==> config.mk <==
export PLATFORM = sky130hd
export DESIGN_NAME = audio_delay_line
export DESIGN_NICKNAME = d
export VERILOG_FILES = /design/src/rtl/adl_pkg.sv /design/src/rtl/adl_delay_decode.sv /design/src/rtl/adl_clear_engine.sv /design/src/rtl/adl_ring_mem.sv /design/src/rtl/audio_delay_line.sv
export SDC_FILE = /design/constraint.sdc
export NUM_CORES = 2
export LEC_CHECK = 0
export ABC_CLOCK_PERIOD_IN_PS = 68400
export BUFFER_PORTS_ARGS = -buffer_cell sky130_fd_sc_hd__clkbuf_2
export CAP_MARGIN = 20
export CORE_MARGIN = 3
export CORE_UTILIZATION = 51
export CTS_CLUSTER_DIAMETER = 120
export DETAILED_ROUTE_END_ITERATION = 7
export PLACE_DENSITY_LB_ADDON = 0.12
export SLEW_MARGIN = 10
export SYNTH_ARGS = -nofsm -noshare
export SYNTH_HDL_FRONTEND = slang
export SYNTH_SLANG_ARGS = --single-unit
==> constraint.sdc <==
create_clock -name clk -period 68.4 [get_ports clk]
set_input_delay 13.68 -clock clk [delete_from_list [all_inputs] [get_ports clk]]
set_output_delay 13.68 -clock clk [all_outputs]
set_load 0.02 [all_outputs]
==> src/rtl/adl_pkg.sv <==
package adl_pkg;
  localparam int unsigned NUM_STEPS = 6;

  typedef logic [2:0] dly_code_t;

  function automatic logic code_is_valid(input dly_code_t c);
    return (c < 3'(NUM_STEPS));
  endfunction
endpackage

==> src/rtl/adl_delay_decode.sv <==
module adl_delay_decode
  import adl_pkg::*;
#(
  parameter int unsigned SAMPLES_PER_STEP = 256,
  parameter int unsigned AW = 11
) (
  input  logic          clk,
  input  logic          rst,
  input  dly_code_t     code,
  output dly_code_t     sel,
  output logic [AW-1:0] delay_samples
);
  // Selected step index; reserved codes do not update it.
  always_ff @(posedge clk) begin
    if (rst) begin
      sel <= '0;
    end else if (code_is_valid(code)) begin
      sel <= code;
    end
  end

  assign delay_samples = AW'((int'(sel) + 1) * SAMPLES_PER_STEP);
endmodule

==> src/rtl/adl_clear_engine.sv <==
module adl_clear_engine #(
  parameter int unsigned DEPTH = 2048,
  parameter int unsigned AW = 11
) (
  input  logic          clk,
  input  logic          rst,
  input  logic          mute,
  output logic          clr_we,
  output logic [AW-1:0] clr_addr,
  output logic          clear_done
);
  localparam logic [AW-1:0] LAST = AW'(DEPTH - 1);

  always_ff @(posedge clk) begin
    if (rst || !mute) begin
      clr_addr   <= '0;
      clear_done <= 1'b0;
    end else if (!clear_done) begin
      clr_addr <= clr_addr + 1'b1;
      if (clr_addr == LAST) begin
        clear_done <= 1'b1;
      end
    end
  end

  assign clr_we = mute && !clear_done;
endmodule

==> src/rtl/adl_ring_mem.sv <==
module adl_ring_mem #(
  parameter int unsigned DEPTH = 2048,
  parameter int unsigned AW = 11
) (
  input  logic          clk,
  input  logic          we,
  input  logic [AW-1:0] waddr,
  input  logic          wdata,
  input  logic          re,
  input  logic [AW-1:0] raddr,
  input  logic          rd_clr,
  output logic          rdata
);
  logic mem [DEPTH];

  always_ff @(posedge clk) begin
    if (we) begin
      mem[waddr] <= wdata;
    end
  end

  // Registered read port with synchronous output clear.
  always_ff @(posedge clk) begin
    if (rd_clr) begin
      rdata <= 1'b0;
    end else if (re) begin
      rdata <= mem[raddr];
    end
  end
endmodule

==> src/rtl/audio_delay_line.sv <==
module audio_delay_line
  import adl_pkg::*;
#(
  parameter int unsigned DEPTH = 2048,
  parameter int unsigned SAMPLES_PER_STEP = 256
) (
  input  logic       clk,
  input  logic       rst,
  input  logic       sample_stb,
  input  logic       sample_in,
  input  logic [2:0] delay_code,
  input  logic       slow_mode,
  input  logic       mute,
  output logic       sample_out,
  output logic       clear_done
);
  localparam int unsigned AW = $clog2(DEPTH);
  localparam logic [AW-1:0] WR_LAST = AW'(DEPTH - 1);
  localparam logic [AW:0] DEPTH_W = (AW + 1)'(DEPTH);

  if (NUM_STEPS * SAMPLES_PER_STEP >= DEPTH) begin : g_depth_check
    $error("longest delay must be shorter than the buffer depth");
  end

  dly_code_t     delay_sel;
  logic [AW-1:0] delay_samples;
  logic [AW-1:0] wr_ptr;
  logic [AW-1:0] rd_addr;
  logic [AW:0]   rd_wide;
  logic          phase;
  logic          take;
  logic          clr_we;
  logic [AW-1:0] clr_addr;
  logic          mem_we;
  logic [AW-1:0] mem_waddr;
  logic          mem_wdata;

  adl_delay_decode #(
    .SAMPLES_PER_STEP(SAMPLES_PER_STEP),
    .AW(AW)
  ) u_dec (
    .clk(clk),
    .rst(rst),
    .code(delay_code),
    .sel(delay_sel),
    .delay_samples(delay_samples)
  );

  adl_clear_engine #(
    .DEPTH(DEPTH),
    .AW(AW)
  ) u_clr (
    .clk(clk),
    .rst(rst),
    .mute(mute),
    .clr_we(clr_we),
    .clr_addr(clr_addr),
    .clear_done(clear_done)
  );

  // Slow mode accepts the first strobe after release, then every second one.
  assign take = sample_stb && !mute && (!slow_mode || !phase);

  always_ff @(posedge clk) begin
    if (rst || mute) begin
      wr_ptr <= '0;
      phase  <= 1'b0;
    end else if (sample_stb) begin
      phase <= slow_mode ? ~phase : 1'b0;
      if (take) begin
        wr_ptr <= (wr_ptr == WR_LAST) ? '0 : wr_ptr + 1'b1;
      end
    end
  end

  // Read address = write address - delay, modulo DEPTH.
  always_comb begin
    rd_wide = {1'b0, wr_ptr} - {1'b0, delay_samples};
    if (wr_ptr < delay_samples) begin
      rd_wide = rd_wide + DEPTH_W;
    end
    rd_addr = rd_wide[AW-1:0];
  end

  assign mem_we    = clr_we || take;
  assign mem_waddr = clr_we ? clr_addr : wr_ptr;
  assign mem_wdata = clr_we ? 1'b0 : sample_in;

  adl_ring_mem #(
    .DEPTH(DEPTH),
    .AW(AW)
  ) u_mem (
    .clk(clk),
    .we(mem_we),
    .waddr(mem_waddr),
    .wdata(mem_wdata),
    .re(take),
    .raddr(rd_addr),
    .rd_clr(rst || mute),
    .rdata(sample_out)
  );
endmodule

==> flow_metrics.tcl <==
set metrics [dict create \
    core_um2 176500 \
    ir_worst_vdd_mv 0.02860 \
    power_frac_comb_pct 2.2 \
    drt-total-wl_um 263800 \
    grt_setup_unrepaired "false" \
    die_x_um 427.8 \
    grt_pass1_vias 53396 \
    cts_made_buffers 212 \
    synth_edf_count 2048 \
    htreeDepth 4 \
    critPathKind "in -> reg" \
    slew_viol_final 0 \
    power_frac_seq_pct 54.8 \
    cts.sinks 2076 \
    slew_headroom_pct 21.55 \
    fin_skew_ns 0.05000 \
    insertion_delay_ns 0.87 \
    wl_per_cell_um 30.78 \
    final_nets 6074 \
    drc 0 \
    worstSetupStartpointType "input port" \
    grt_use_total_pct 28.53 \
    fin_tns_setup_ns 0 \
    synth-seq-cells 2076 \
    cts_hold_buf 0 \
    postCtsSetupRepairBufs 0 \
    num_io_pins 11 \
    synth_top_area_share_pct 67.77 \
    die_area_um2 183000 \
    fin_crit_sh_pct 26.49 \
    status "finished clean" \
    initialDrtViolationCount 7239 \
    die_y_um 427.8 \
    yosysSeqAreaShare_pct 68.38 \
    fin_crit_ns 18.12 \
    yosysWarnings 0 \
    wl_met2_um 123300 \
    p_per_area_nw_per_um2 25.67 \
    cap_violations 0 \
    path_clk_slew_ns 0.06 \
    vias 54668 \
    fmax_ghz 0.05518 \
    required_ns 68.91 \
    area_delta_synth_final_pct 9.458 \
    yosysMostFrequentCell "nor2_1" \
    grt_max_degree 258 \
    grt_overflow_total 0 \
    synth_commonest_cells "nor2_1, edfxtp_1, clkbuf_1, mux4_2, mux2i_1" \
    initial_utilization_pct 51.42 \
    highest_layer "met5" \
    setup_violations 0 \
    antenna_left 0 \
    cts_tree "built" \
    crit_fanout 120 \
    portBuffers 10 \
    synthesis.nets 6281 \
    drive_above_1_share_pct 14.82 \
    hold_path.class "reg -> reg" \
    totalPowerFinal_mw 2.550 \
    power.internal_mw 2.019 \
    crit_path_end_kind "register" \
    cts_buffer_depth 3 \
    antenna_found_initial 11 \
    p_switching_uw 530.6 \
    syn_inst 6267 \
    place_hpwl_um 137400 \
    p_clk_share_pct 43.0 \
    grt_first_pass_wirelength_um 377800 \
    viasPerCell 6.380 \
    row_count 154 \
    cts_resized 0 \
    yosys.area.top_type "edfxtp_1" \
    synthesis.area_um2 90750 \
    dr.pass1.iters 6 \
    ys.flop_type "edfxtp_1" \
    netSwitchingFraction_pct 20.81 \
    synthTopCellsByArea "edfxtp_1, mux4_2, nor2_1" \
    wl_met3_um 25240 \
    yosys.cell_types.count 78 \
    hold_violations 0 \
    ctsRootBufferMaster "clkbuf_16" \
    drt-met1-wl_um 105400 \
    arrival_ns 18.63 \
    syn_avg_cell_area_um2 14.48 \
    place.gp.congestion 0.8164 \
    max_slew.worst_pin.slew_ns 1.177 \
    power.leakage_nw 28.41 \
    async_reset_ff_share_pct 0 \
]
==> registers in the layout (all words and copies together) (netlist names) <==
name and count:
u_mem.mem 2048, phase 1, u_mem.rdata 1, u_clr.clr_addr 11, wr_ptr 11, u_dec.sel 3
u_clr.clear_done 1
==> layout make-up <==
cell class,instances,area (µm²)
Antenna cell,2,5.005
Tap cell,2340,2928
Fill cell,14290,77160
Multi-Input combinational cell,3569,25730
Timing Repair Buffer,188,2103
Clock inverter,115,889.6
Inverter,13,51.30
Clock buffer,266,5550
Sequential cell,2076,62080
==> cells in the final DEF, fill, tap and decap left out, types with 17 or more instances in the layout <==
cell	instances
o21ai_0	22
clkbuf_16	214
buf_16	17
edfxtp_1	2048
nand2_1	165
mux2i_1	215
nor3_1	28
clkbuf_1	52
nor2_1	2107
a21oi_1	110
buf_8	38
clkinv_2	23
mux4_1	59
o22ai_1	39
dfxtp_1	23
nand3_4	32
clkinv_1	67
buf_4	115
a22oi_1	40
nand3_1	24
o221ai_1	92
a211oi_1	24
mux4_2	382
==> power by group through the flow <==
| stage | logic [mW] | clock network [mW] | registers (mW) |
|---|---|---|---|
| floorplan | 0.0386 | 0 | 1.47 |
| global placement | 0.0551 | 0 | 1.42 |
| detailed placement | 0.0561 | 0 | 1.42 |
| CTS | 0.0562 | 1.11 | 1.40 |
| global route | 0.0603 | 1.16 | 1.40 |
| finish | 0.0567 | 1.10 | 1.40 |
==> kinds of logic (layout without fill, tap and decap cells) <==
logic type | after synthesis | count (layout) | synth area share (%)
xor gates and xnor gates | 20 | 20 | 0.1930
AOI/OAI and AO/OA | 419 | 419 | 3.265
buffers and inverters | 622 | 582 | 3.867
and+or+nand+nor | 2467 | 2467 | 10.63
DFF | 2076 | 2076 | 68.38
adders and majority gates | 5 | 5 | 0.07721
muxes | 658 | 658 | 13.58
other | 0 | 2 | 0
==> final timing paths <==
check / start / endpoint / slack (ns) / depth (start not counted)
setup / recovery: mute / u_mem.mem[645] / 50.28 / 8
hold reg to reg: u_dec.sel[2] / u_dec.sel[2] / 0.52 / 2
setup reg to reg: wr_ptr[0] / u_mem.rdata / 62.40 / 11
hold / removal: u_dec.sel[2] / u_dec.sel[2] / 0.52 / 2
==> metrics by stage <==
step	cell area [µm²]	setup WS (ns)	util, %	hold slack [ns]	cells
final	99340	50.28	56.28	0.5219	8569
after detailed placement	92150	49.58	52.21	0.5110	8146
after CTS	98590	50.47	55.86	0.5256	8527
after floorplan	90750	23.06	-	0.4676	6267
after global placement	91830	49.72	52.03	0.5005	8128
after global routing	99340	49.97	56.28	0.5456	8569
==> critical path, cell delays in order <==
cell and delay, ns:
clkbuf_2 0.18, nand2b_1 0.12, buf_4 0.31, and2_4 0.84, buf_4 0.80, buf_4 0.73
buf_4 0.96, buf_4 0.81
==> metal layers <==
layer / global-route usage [%] / vias up
met3: 5.561 / 476
met4: 10.00 / 4
li1: - / 22751
met2: 44.68 / 2705
met1: 40.34 / 28732
met5: 0 / -
Power figures use the tool's default switching activity.
